## src/rtl/alm_pkg.sv

```systemverilog
package alm_pkg;
  localparam int unsigned BYTE_W = 8;
  localparam int unsigned NUM_F  = 3;
  localparam int unsigned SEL_W  = 2;

  typedef enum logic [SEL_W-1:0] {
    FLD_SEC  = 2'd0,
    FLD_MIN  = 2'd1,
    FLD_HR   = 2'd2,
    FLD_NONE = 2'd3
  } fld_e;
endpackage

```

## src/rtl/alm_rst_sync.sv

```systemverilog
module alm_rst_sync #(
  parameter int unsigned STAGES = 2
) (
  input  logic clk,
  input  logic rst_n,
  output logic rst_sync_n
);
  logic [STAGES-1:0] sh_q, sh_d;

  always_comb begin
    sh_d = {sh_q[STAGES-2:0], 1'b1};
  end

  always_ff @(posedge clk or negedge rst_n) begin
    if (!rst_n) sh_q <= '0;
    else        sh_q <= sh_d;
  end

  assign rst_sync_n = sh_q[STAGES-1];
endmodule

```

## src/rtl/alm_byte_cmp.sv

```systemverilog
module alm_byte_cmp #(
  parameter int unsigned W = 8
) (
  input  logic [W-1:0] alm_byte,
  input  logic [W-1:0] cur_byte,
  output logic         byte_ok
);
  logic wild;

  always_comb begin
    wild    = (alm_byte[W-1:W-2] == 2'b11);
    byte_ok = wild || (alm_byte == cur_byte);
  end
endmodule

```

## src/rtl/alm_store.sv

```systemverilog
module alm_store
  import alm_pkg::*;
#(
  parameter int unsigned W = BYTE_W,
  parameter int unsigned N = NUM_F
) (
  input  logic             clk,
  input  logic             rst_n,
  input  logic             bkup,
  input  logic             we,
  input  logic [SEL_W-1:0] sel,
  input  logic [W-1:0]     wdata,
  output logic [N*W-1:0]   bytes_o
);
  logic host_ok;

  always_comb host_ok = we && !bkup;

  for (genvar i = 0; i < N; i++) begin : g_fld
    logic [W-1:0] b_q, b_d;
    logic         ld;

    always_comb begin
      ld  = host_ok && (sel == SEL_W'(i));
      b_d = ld ? wdata : b_q;
    end

    always_ff @(posedge clk or negedge rst_n) begin
      if (!rst_n) b_q <= '0;
      else        b_q <= b_d;
    end

    assign bytes_o[i*W +: W] = b_q;


    wr_load_chk: assert property (@(posedge clk) disable iff (!rst_n)
      (we && !bkup && sel == SEL_W'(i)) |=> (b_q == $past(wdata)));
  end


  bkup_hold_chk: assert property (@(posedge clk) disable iff (!rst_n)
    bkup |=> $stable(bytes_o));
endmodule

```

## src/rtl/alm_flag.sv

```systemverilog
module alm_flag (
  input  logic clk,
  input  logic rst_n,
  input  logic bkup,
  input  logic stb,
  input  logic match,
  input  logic clr,
  output logic flag,
  output logic hit
);
  logic flag_q, flag_d, hit_q, hit_d, set_ev, clr_ev;

  always_comb begin
    set_ev = stb && match;
    clr_ev = clr && !bkup;
    hit_d  = set_ev;
    if (set_ev)      flag_d = 1'b1;
    else if (clr_ev) flag_d = 1'b0;
    else             flag_d = flag_q;
  end

  always_ff @(posedge clk or negedge rst_n) begin
    if (!rst_n) begin
      flag_q <= 1'b0;
      hit_q  <= 1'b0;
    end else begin
      flag_q <= flag_d;
      hit_q  <= hit_d;
    end
  end

  assign flag = flag_q;
  assign hit  = hit_q;


  flag_set_chk: assert property (@(posedge clk) disable iff (!rst_n)
    (stb && match) |=> (flag && hit));


  no_stb_hold_chk: assert property (@(posedge clk) disable iff (!rst_n)
    (!stb && !flag) |=> (!flag && !hit));


  clr_drop_chk: assert property (@(posedge clk) disable iff (!rst_n)
    (clr && !bkup && !(stb && match)) |=> !flag);


  bkup_keep_chk: assert property (@(posedge clk) disable iff (!rst_n)
    (bkup && flag) |=> flag);


  hit_flag_chk: assert property (@(posedge clk) disable iff (!rst_n)
    hit |-> flag);
endmodule

```

## src/rtl/tod_alarm_match.sv

```systemverilog
module tod_alarm_match
  import alm_pkg::*;
#(
  parameter int unsigned W = BYTE_W
) (
  input  logic             clk,
  input  logic             rst_n,
  input  logic             bkup_mode,
  input  logic             cfg_we,
  input  logic [SEL_W-1:0] cfg_sel,
  input  logic [W-1:0]     cfg_wdata,
  input  logic [W-1:0]     cur_sec,
  input  logic [W-1:0]     cur_min,
  input  logic [W-1:0]     cur_hr,
  input  logic             upd_stb,
  input  logic             flag_clr,
  input  logic             irq_en,
  output logic             alarm_flag,
  output logic             alarm_hit,
  output logic             irq_req
);
  localparam int unsigned N = NUM_F;

  logic           rst_i_n;
  logic [N*W-1:0] alm_bytes;
  logic [N*W-1:0] cur_bytes;
  logic [N-1:0]   byte_ok;
  logic           all_ok;

  alm_rst_sync #(.STAGES(2)) u_rst (
    .clk(clk), .rst_n(rst_n), .rst_sync_n(rst_i_n)
  );

  alm_store #(.W(W), .N(N)) u_store (
    .clk(clk), .rst_n(rst_i_n), .bkup(bkup_mode), .we(cfg_we),
    .sel(cfg_sel), .wdata(cfg_wdata), .bytes_o(alm_bytes)
  );

  assign cur_bytes = {cur_hr, cur_min, cur_sec};

  for (genvar i = 0; i < N; i++) begin : g_cmp
    alm_byte_cmp #(.W(W)) u_cmp (
      .alm_byte(alm_bytes[i*W +: W]),
      .cur_byte(cur_bytes[i*W +: W]),
      .byte_ok (byte_ok[i])
    );
  end

  always_comb all_ok = &byte_ok;

  alm_flag u_flag (
    .clk(clk), .rst_n(rst_i_n), .bkup(bkup_mode), .stb(upd_stb),
    .match(all_ok), .clr(flag_clr), .flag(alarm_flag), .hit(alarm_hit)
  );

  always_comb irq_req = alarm_flag && irq_en;


  irq_gate_chk: assert property (@(posedge clk) disable iff (!rst_i_n)
    (!irq_en) |-> !irq_req);


  rst_quiet_chk: assert property (@(posedge clk)
    (!rst_i_n) |-> (!alarm_flag && !alarm_hit));
endmodule

```

## config.mk

```make
export PLATFORM = sky130hd
export DESIGN_NAME = tod_alarm_match
export DESIGN_NICKNAME = d
export VERILOG_FILES = /design/src/rtl/alm_pkg.sv /design/src/rtl/alm_rst_sync.sv /design/src/rtl/alm_byte_cmp.sv /design/src/rtl/alm_store.sv /design/src/rtl/alm_flag.sv /design/src/rtl/tod_alarm_match.sv
export SDC_FILE = /design/constraint.sdc
export NUM_CORES = 1
export LEC_CHECK = 0
export ABC_CLOCK_PERIOD_IN_PS = 1000
export CAP_MARGIN = 20
export CORE_MARGIN = 5
export CORE_UTILIZATION = 53
export CTS_CLUSTER_DIAMETER = 30
export DETAILED_ROUTE_END_ITERATION = 6
export DONT_BUFFER_PORTS = 1
export GPL_TIMING_DRIVEN = 0
export PLACE_DENSITY = 0.71
export SKIP_CTS_REPAIR_TIMING = 1
export SYNTH_ARGS = -nofsm -noshare
export SYNTH_HDL_FRONTEND = slang
export SYNTH_SLANG_ARGS = --single-unit
```

## constraint.sdc

```tcl
create_clock -name clk -period 1 [get_ports clk]
set_clock_uncertainty 0.1 [all_clocks]
set_input_delay 0 -clock clk [delete_from_list [all_inputs] [get_ports clk]]
set_output_delay 0 -clock clk [all_outputs]
set_load 0.005 [all_outputs]
```

Yosys cells after proc, flatten, opt, wreduce, memory -nomap -nowiden
Cells that the tools add are included.

Equality and inequality tests: 8. Mux-type cells: 2. Reductions and logical operators: 14.

Operator list (count): equality test 8 bit (3); equality test 2 bit, second input constant (4); logical AND 1 bit (7); logical OR 1 bit (3); AND reduction 3 bit (1); equality test 2 x 1 -> 1 bit, second input constant (1); zero test 2 bit (1); two-way mux 1 bit (2); nonzero test 2 bit (1); zero test 1 bit (1).

Bits in registers: 28. Input bits: 41. Logic and storage cells: 30.

Depth between registers and ports, before layout
Gate-level depths: netlist (run 1).

Depth after elaboration: 5. Gate-level depth with buffers: 4. Gate-level depth less buffers: 4.

Hierarchy
Synthesis (run 1) repeated with hierarchy kept, for this count alone.

Cells, all modules: 99. Area total of the unflattened synthesis: 1342.5 µm².

By module, submodules not included: alm_store (times used 1, cells each 53, area each 929.6 µm²); alm_byte_cmp (times used 3, cells each 12, area each 91.3 µm²); alm_flag (times used 1, cells each 5, area each 72.6 µm²); alm_rst_sync (times used 1, cells each 3, area each 53.8 µm²); tod_alarm_match (times used 1, cells each 2, area each 12.5 µm²).

Worst setup path before layout (run 1)
Ideal clock, no wire load.

Kind: flip-flop to flip-flop. From: reg u_store.g_fld[1].b_q[6]. To: reg u_flag.flag_q, in the netlist u_flag.flag. Data arrival time: 1.198 ns. Path slack: -0.402 ns. Stages on the path, launching flop included: 5. Path buffers: 0. Clock period less this slack: 1.402 ns. Cells stage by stage: dfrtp_1 -> xor2_1 -> nor4_1 -> a22oi_1 -> o41ai_2.

Longest elaborated chain between the ends: 5. Elaborated cells between the ends (all ways): 7.

Ends and longest elaborated chain: start: declaration (RTL line alm_store.sv:20) `logic [W-1:0] b_q, b_d;`; start signal: assignment (RTL line alm_store.sv:29) `if (!rst_n) b_q <= '0;`; start signal: assignment (RTL line alm_store.sv:30) `else b_q <= b_d;`; equality test 8 bit / equality test 2 bit (equally long branches) (RTL line alm_byte_cmp.sv:12, alm_byte_cmp.sv:11); logical OR 1 bit (*) (RTL line alm_byte_cmp.sv:12) `byte_ok = wild || (alm_byte == cur_byte);`; AND reduction 3 bit (*) (RTL line tod_alarm_match.sv:49) `always_comb all_ok = &byte_ok;`; logical AND 1 bit (*) (RTL line alm_flag.sv:14) `set_ev = stb && match;`; two-way mux 1 bit / nonzero test 2 bit (equally long branches); end signal: assignment (RTL line alm_flag.sv:27) `flag_q <= flag_d;`; end: declaration (RTL line alm_flag.sv:11) `logic flag_q, flag_d, hit_q, hit_d, set_ev, clr_ev;`.

Every way passes the cells marked *; elsewhere a longest branch is shown, timed or not. A chain may end at the register's enable or synchronous reset.

Worst setup path in the final report (run 1)
From: reg u_store.g_fld[0].b_q[6]. To: reg u_flag.flag_q, in the netlist u_flag.flag.

Longest elaborated chain between the ends: 5. Elaborated cells between the ends (all ways): 7.

Ends and longest elaborated chain (RTL line): start: declaration (alm_store.sv:20); start signal: assignment (alm_store.sv:29); start signal: assignment (alm_store.sv:30); equality test 8 bit / equality test 2 bit (equally long branches) (alm_byte_cmp.sv:12, alm_byte_cmp.sv:11); logical OR 1 bit (*) (alm_byte_cmp.sv:12); AND reduction 3 bit (*) (tod_alarm_match.sv:49); logical AND 1 bit (*) (alm_flag.sv:14); two-way mux 1 bit / nonzero test 2 bit (equally long branches).

Marked as above.

==> flow_metrics.py, run 1 <==
metrics = {
    "status": {
        "status": "finished with violations",
        "violations": "negative hold slack, negative setup slack",
    },
    "critical_path": {
        "critPathLaunchType": "flop",
        "critical_path_required_ns": 1.13,
        "r2r_end": "u_flag.flag$_DFFE_PN0P_",
        "rrSetupSlack_ns": -0.50,
        "worstSetupEndpointType": "flop",
        "critPathMaxFanout": 3,
        "r2r_start": "u_store.g_fld[0].b_q[6]$_DFFE_PN0P_",
        "ff2ff_path_depth": 4,
        "arrival_ns": 1.63,
        "crit_type": "reg2reg",
    },
    "sta": {
        "setup_violations": 18,
        "drv_slew": 0,
        "max_freq_mhz": 666,
        "finalHoldViolations": 10,
        "fin_ws_ns": -0.500,
        "relSlewSlack_pct": 52.5,
        "whs_ns": -0.133,
        "finalCritPeriodShare_pct": 150,
        "worst_pin_slew_ns": 0.710,
        "layout_min_cycle_time_ns": 1.50,
        "fin_setup_tns_ns": -8.14,
        "rsz0062_at_grt": "yes",
    },
    "floorplan": {
        "die_h_um": 60.3,
        "io_pins": 44,
        "start_util_pct": 54.7,
        "fp.dieW_um": 60.3,
        "coreArea_mm2": 0.00245,
        "die_area_mm2": 0.00364,
        "rows": 18,
    },
    "clocking": {
        "cts_root_buf": "clkbuf_4",
        "cts_tree": "yes",
        "cts_buffer_depth": 2,
        "cts_sinks": 28,
        "path_clk_slew_ns": 0.14,
        "htreeDepth": 1,
        "cts_made_buffers": 3,
        "clock_latency_ns": 0.32,
    },
    "routing": {
        "detail_route.wl_per_cell_um": 17.6,
        "drtPass1Iterations": 2,
        "vias_per_cell": 5.66,
        "drtIter0Drc": 12,
        "ant_nets": 0,
        "via_count": 821,
        "routed_wl_um": 2550,
        "drc": 0,
    },
    "synthesis": {
        "ys_seq_elements": 28,
        "ys_types": 14,
        "yosys_warnings": 0,
        "synth_compound_area_share_pct": 3.26,
        "synthesis.area_mm2": 0.00134,
        "ys_seq_area_share_pct": 52.2,
        "synthSimpleGateAreaFrac_pct": 7.18,
        "synth_top_family_by_area": "multiplexers",
        "avgSynthCellArea_um2": 13.8,
        "synthMuxAreaShare_pct": 20.1,
        "synth-xor-area-share_pct": 15.7,
        "synthCells": 97,
        "synthAdderAreaFrac_pct": 0,
        "syn-num-nets": 138,
    },
    "final_layout": {
        "area_growth_pct": 21.8,
        "layout_commonest_cell": "dfrtp_1",
        "layout-drive-gt1-share_pct": 31.3,
        "layout_common_cells": "dfrtp_1, xor2_1, mux2_2",
        "finalNonFillerCells": 145,
        "nets": 157,
        "num_antenna_cells": 0,
    },
    "hold_path": {
        "min_path_type": "in2reg",
        "whs_path_depth": 2,
        "min_from": "cfg_sel[0]",
        "whs_endpoint": "u_store.g_fld[0].b_q[5]$_DFFE_PN0P_",
    },
    "grt": {
        "grt.met1_usage_pct": 17.4,
        "grt_first_pass_wirelength_um": 3680,
        "grt_usage_pct": 14.0,
        "gr-usage-met3_pct": 4.68,
        "grt_max_degree": 27,
        "first_global_vias": 829,
        "antenna_found_initial": 0,
        "use_met2_pct": 22.4,
        "globalRoute.busiestLayer": "met2",
        "overflow": 0,
    },
    "power_and_ir_drop": {
        "power_mw": 2.85,
        "cellPowerDensity_mw_per_mm2": 1740,
        "ir_worst_vdd_mv": 1.37,
        "p_leak_nw": 0.720,
    },
    "placed_design": {
        "port_buffers": 0,
        "gp_congestion": 0.738,
        "pre_cts_slack_ns": -0.550,
        "dp_hpwl_um": 1960,
        "place_inst": 127,
    },
    "flow_run": {
        "cap_violations": 0,
    },
}
[critical path, stage by stage (launching register included)]
cell and delay, ns:
dfrtp_1 0.44, xor2_1 0.17, nor4_2 0.29, a22oi_1 0.14, o41ai_2 0.28
[cells by family after synthesis]
| group | after synthesis |
|---|---|
| XOR/XNOR | 24 |
| AND/OR/NAND/NOR | 11 |
| buffers and inverters | 4 |
| AO/OA/AOI/OAI | 5 |
| other | 1 |
| flip-flops | 28 |
| multiplexers | 24 |
[flip-flops by register name, indices dropped and copies added (netlist names)]
| name | cells |
|---|---|
| u_store.g_fld.b_q | 24 |
| u_rst.sh_q | 2 |
| u_flag.flag | 1 |
| u_flag.hit | 1 |
[through the flow]
step,area [um2],utilization (%),hold WS (ns)
CTS,1470,59.8,-0.769
detailed placement,1420,57.7,-0.396
global route,1640,66.6,-0.171
finish,1640,66.6,-0.133
floorplan,1380,-,-0.396
global placement,1420,57.7,-0.396
[worst max path at each step]
stage	cells after the start	start	end	slack [ns]
after CTS	4	u_store.g_fld[1].b_q[2]$_DFFE_PN0P_	u_flag.flag$_DFFE_PN0P_	-0.58
after floorplan	4	u_store.g_fld[1].b_q[2]$_DFFE_PN0P_	u_flag.flag$_DFFE_PN0P_	-0.37
final	4	u_store.g_fld[0].b_q[6]$_DFFE_PN0P_	u_flag.flag$_DFFE_PN0P_	-0.50
after global placement	4	u_store.g_fld[1].b_q[2]$_DFFE_PN0P_	u_flag.flag$_DFFE_PN0P_	-0.55
after detailed placement	4	u_store.g_fld[1].b_q[2]$_DFFE_PN0P_	u_flag.flag$_DFFE_PN0P_	-0.55
after global routing	4	u_store.g_fld[0].b_q[1]$_DFFE_PN0P_	u_flag.flag$_DFFE_PN0P_	-0.61
[synth_stat cells]
cell	instances	area (um2)
o41ai_2	1	16.3
o21ai_0	1	5.00
buf_2	2	10.0
and4bb_2	1	12.5
xor2_1	24	210
a22oi_1	3	22.5
mux2_2	24	270
nor4bb_1	1	10.0
conb_1	1	3.75
nor4b_4	1	23.8
inv_1	2	7.51
nor4_1	7	43.8
dfrtp_1	28	701
and2_1	1	6.26
[report_power, final]
group / internal (mW) / switching (mW)
Sequential: 1.35 / 0.170
Clock: 0.405 / 0.312
Combinational: 0.392 / 0.218
[final cells by class]
class                      instances  area (um2)
buffer                             2        12.5
clock inverter                     1        30.0
sequential                        28         701
tap                               30        37.5
fill                             180         820
multi-input combinational         65         667
timing repair buffer              14         158
inverter                           2        7.51
clock buffer                       3        22.5
[per-layer routing]
metal  part of all wire [%]  wire, um  vias up
li1                       -         -      380
met1                     41      1060      415
met2                     51      1290       24
met3                    7.5       190        2
met4                   0.47        12        0
met5                      0         0        -
(Power assumes the default switching activity.)
==> run 2: changes to the inputs <==
--- a/config.mk
+++ b/config.mk
@@ -5,6 +5,7 @@
 export SDC_FILE = /design/constraint.sdc
 export NUM_CORES = 1
 export LEC_CHECK = 0
+export ABC_AREA = 1
 export ABC_CLOCK_PERIOD_IN_PS = 1000
 export CAP_MARGIN = 20
 export CORE_MARGIN = 5
==> run 2 against run 1 <==
  * Count of clock-buffer cells in the layout grew 1
  * Critical path type unchanged
  * Setup slack gained 0.23 ns
  * Global-route usage grew 1.3 points
  * Clock power shrank 23%
  * First-iteration DRC count grew to 2.5 times the previous value
  * Area after synthesis grew 15%
  * Synthesized cell count grew 85%
  * Power shrank 3.9%
  * Critical endpoint unchanged
  * Highest routed layer unchanged
  * Combinational power grew 17%
  * Sequential cell count is the same
  * Sequential power shrank 3%
  * The run still ends with negative hold slack, negative setup slack left
==> flow_metrics.py, run 2 <==
metrics = {
    "placed_design": {
        "dp_hpwl_um": 2350,
        "pre_cts_slack_ns": -0.259,
        "port_buffers": 0,
        "gp_congestion": 0.753,
        "dpl-instance-area_mm2": 0.00158,
    },
    "clocking": {
        "cts_buffer_depth": 2,
        "cts_root_buf": "clkbuf_4",
        "path_clk_slew_ns": 0.15,
        "cts_sinks": 28,
        "cts_made_buffers": 3,
        "cts_tree": "yes",
        "clock_latency_ns": 0.33,
        "htreeDepth": 1,
    },
    "synthesis": {
        "yosys_warnings": 0,
        "synth_top_area_share_pct": 45.5,
        "synth_ff_type": "dfrtp_1",
        "ys_seq_area_share_pct": 45.5,
        "synthCells": 179,
        "synth_area_leaders": "dfrtp_1, nand2_1, o21ai_2",
        "ys_seq_elements": 28,
        "ys_types": 13,
        "netlist_top_cells_count": "nand2_1, dfrtp_1, o21ai_2, inv_1, xnor2_1",
        "async_flop_share_pct": 100,
        "synthesis.area_mm2": 0.00154,
        "yosys.area.top_type": "dfrtp_1",
        "avgSynthCellArea_um2": 8.60,
        "synth.most_common_cell": "nand2_1",
        "syn-num-nets": 220,
        "synth-edff-count": 0,
    },
    "hold_path": {
        "min_path_type": "in2reg",
        "whs_path_depth": 7,
        "min_from": "cur_hr[6]",
        "whs_endpoint": "u_flag.hit$_DFF_PN0_",
    },
    "grt": {
        "antenna_found_initial": 0,
        "grt_max_degree": 27,
        "first_global_vias": 1144,
        "grt_usage_pct": 15.3,
        "grt_first_pass_wirelength_um": 5000,
        "overflow": 0,
    },
    "power_and_ir_drop": {
        "ir_worst_vdd_mv": 0.947,
        "p_leak_nw": 0.889,
        "cellPowerDensity_mw_per_mm2": 1510,
        "power_mw": 2.74,
    },
    "critical_path": {
        "rrSetupSlack_ns": -0.27,
        "arrival_ns": 1.44,
        "critPathLaunchType": "flop",
        "critPathMaxFanout": 2,
        "worstSetupEndpointType": "flop",
        "ff2ff_path_depth": 7,
        "r2r_start": "u_store.g_fld[1].b_q[1]$_DFFE_PN0P_",
        "critical_path_required_ns": 1.17,
        "r2r_end": "u_flag.flag$_DFFE_PN0P_",
        "crit_type": "reg2reg",
    },
    "floorplan": {
        "die_h_um": 63.9,
        "coreArea_mm2": 0.00278,
        "rows": 19,
        "fp.dieW_um": 63.9,
        "die_area_mm2": 0.00408,
        "io_pins": 44,
        "start_util_pct": 55.4,
    },
    "routing": {
        "vias_per_cell": 4.93,
        "drc": 0,
        "ant_nets": 0,
        "drtPass1Iterations": 4,
        "drtIter0Drc": 30,
        "routed_wl_um": 3100,
        "detail_route.wl_per_cell_um": 13.3,
        "via_count": 1143,
    },
    "final_layout": {
        "num_antenna_cells": 0,
        "area_growth_pct": 17.9,
        "layout-drive-gt1-share_pct": 21.9,
        "largestRegisters": "u_store.g_fld.b_q (24), u_rst.sh_q (2)",
        "layout_common_cells": "nand2_1, dfrtp_1, o21ai_2",
        "fin_area_mm2": 0.00182,
        "fillers": 229,
        "nets": 243,
        "layout_commonest_cell": "nand2_1",
        "largest-register": "u_store.g_fld.b_q",
        "largest_reg_flops": 24,
    },
    "status": {
        "violations": "negative hold slack, negative setup slack",
        "status": "finished with violations",
    },
    "sta": {
        "max_freq_mhz": 790,
        "whs_ns": -0.0802,
        "drv_slew": 0,
        "finalHoldViolations": 16,
        "rsz0062_at_grt": "yes",
        "setup_violations": 26,
        "fin_setup_tns_ns": -1.66,
        "finalCritPeriodShare_pct": 127,
        "fin_ws_ns": -0.267,
        "layout_min_cycle_time_ns": 1.27,
    },
    "flow_run": {
        "cap_violations": 0,
    },
}
==> run 2: cell types whose count changed after synthesis, sizes merged, moves of 3 or more <==
cell | before | now
mux2 | 24 | 0
nor4 | 7 | 0
inv | 2 | 24
nor2 | 0 | 10
o21ai | 1 | 26
xor2 | 24 | 0
a22oi | 3 | 0
nand2 | 0 | 68
xnor2 | 0 | 18
==> run 2: layer usage <==
| layer | track usage, % | vias up | part of all wire (%) |
|---|---|---|---|
| met4 | 4.68 | 0 | 1.1 |
| met1 | 19.1 | 522 | 42 |
| met5 | 0 | - | 0 |
| met3 | 3.50 | 4 | 5.3 |
| li1 | - | 589 | - |
| met2 | 26.1 | 28 | 52 |
==> run 2: worst max-delay path by stage <==
stage | startpoint | to | depth (start not counted)
floorplan | u_store.g_fld[2].b_q[5]$_DFFE_PN0P_ | u_flag.flag$_DFFE_PN0P_ | 9
global placement | u_store.g_fld[1].b_q[0]$_DFFE_PN0P_ | u_flag.flag$_DFFE_PN0P_ | 7
detailed placement | u_rst.sh_q[1]$_DFF_PN0_ | u_flag.flag$_DFFE_PN0P_ | 0
CTS | u_store.g_fld[0].b_q[0]$_DFFE_PN0P_ | u_flag.flag$_DFFE_PN0P_ | 7
global route | u_store.g_fld[0].b_q[4]$_DFFE_PN0P_ | u_flag.flag$_DFFE_PN0P_ | 7
finish | u_store.g_fld[1].b_q[1]$_DFFE_PN0P_ | u_flag.flag$_DFFE_PN0P_ | 7
==> run 2: critical path, stage by stage (launching register included) <==
cell     delay [ns]
dfrtp_1        0.42
xnor2_1        0.15
nand2_1        0.07
nor2_1         0.14
nand2_1        0.07
nand2_1        0.07
nand2_2        0.07
o21ai_2        0.13
==> run 2: power breakdown <==
| part | internal [mW] | leakage, nW | total [mW] | switching [mW] |
|---|---|---|---|---|
| clock | 0.223 | 0.0210 | 0.552 | 0.329 |
| sequential | 1.32 | 0.353 | 1.47 | 0.155 |
| combinational | 0.371 | 0.515 | 0.714 | 0.342 |
==> run 2: area by class of cell <==
type                       instances  area (um2)  share of cell area (%)
buffer                             3        33.8                    1.86
clock buffer                       4        36.3                    2.00
inverter                          24        90.1                    4.96
multi-input combinational        124         721                    39.7
sequential                        28         701                    38.6
tap                               31        38.8                    2.14
timing repair buffer              18         195                    10.8
==> run 2: per-stage QoR <==
| stage | instances | util, % |
|---|---|---|
| 3_3_place_gp | 210 | 56.8 |
| 5_1_grt | 232 | 65.3 |
| 3_5_place_dp | 210 | 56.8 |
| 2_1_floorplan | 179 | - |
| 6_report | 232 | 65.3 |
| 4_1_cts | 214 | 58.1 |
==> run 2: kinds of logic (layout without fill, tap and decap cells) <==
kind of cell	Yosys count	in the layout	share of synthesized area (%)
other	1	1	0.243
AND/OR/NAND/NOR	79	79	21.4
XOR/XNOR	18	18	10.2
flip-flops	28	28	45.5
buffers and inverters	27	49	8.04
AO/OA/AOI/OAI	26	26	14.5
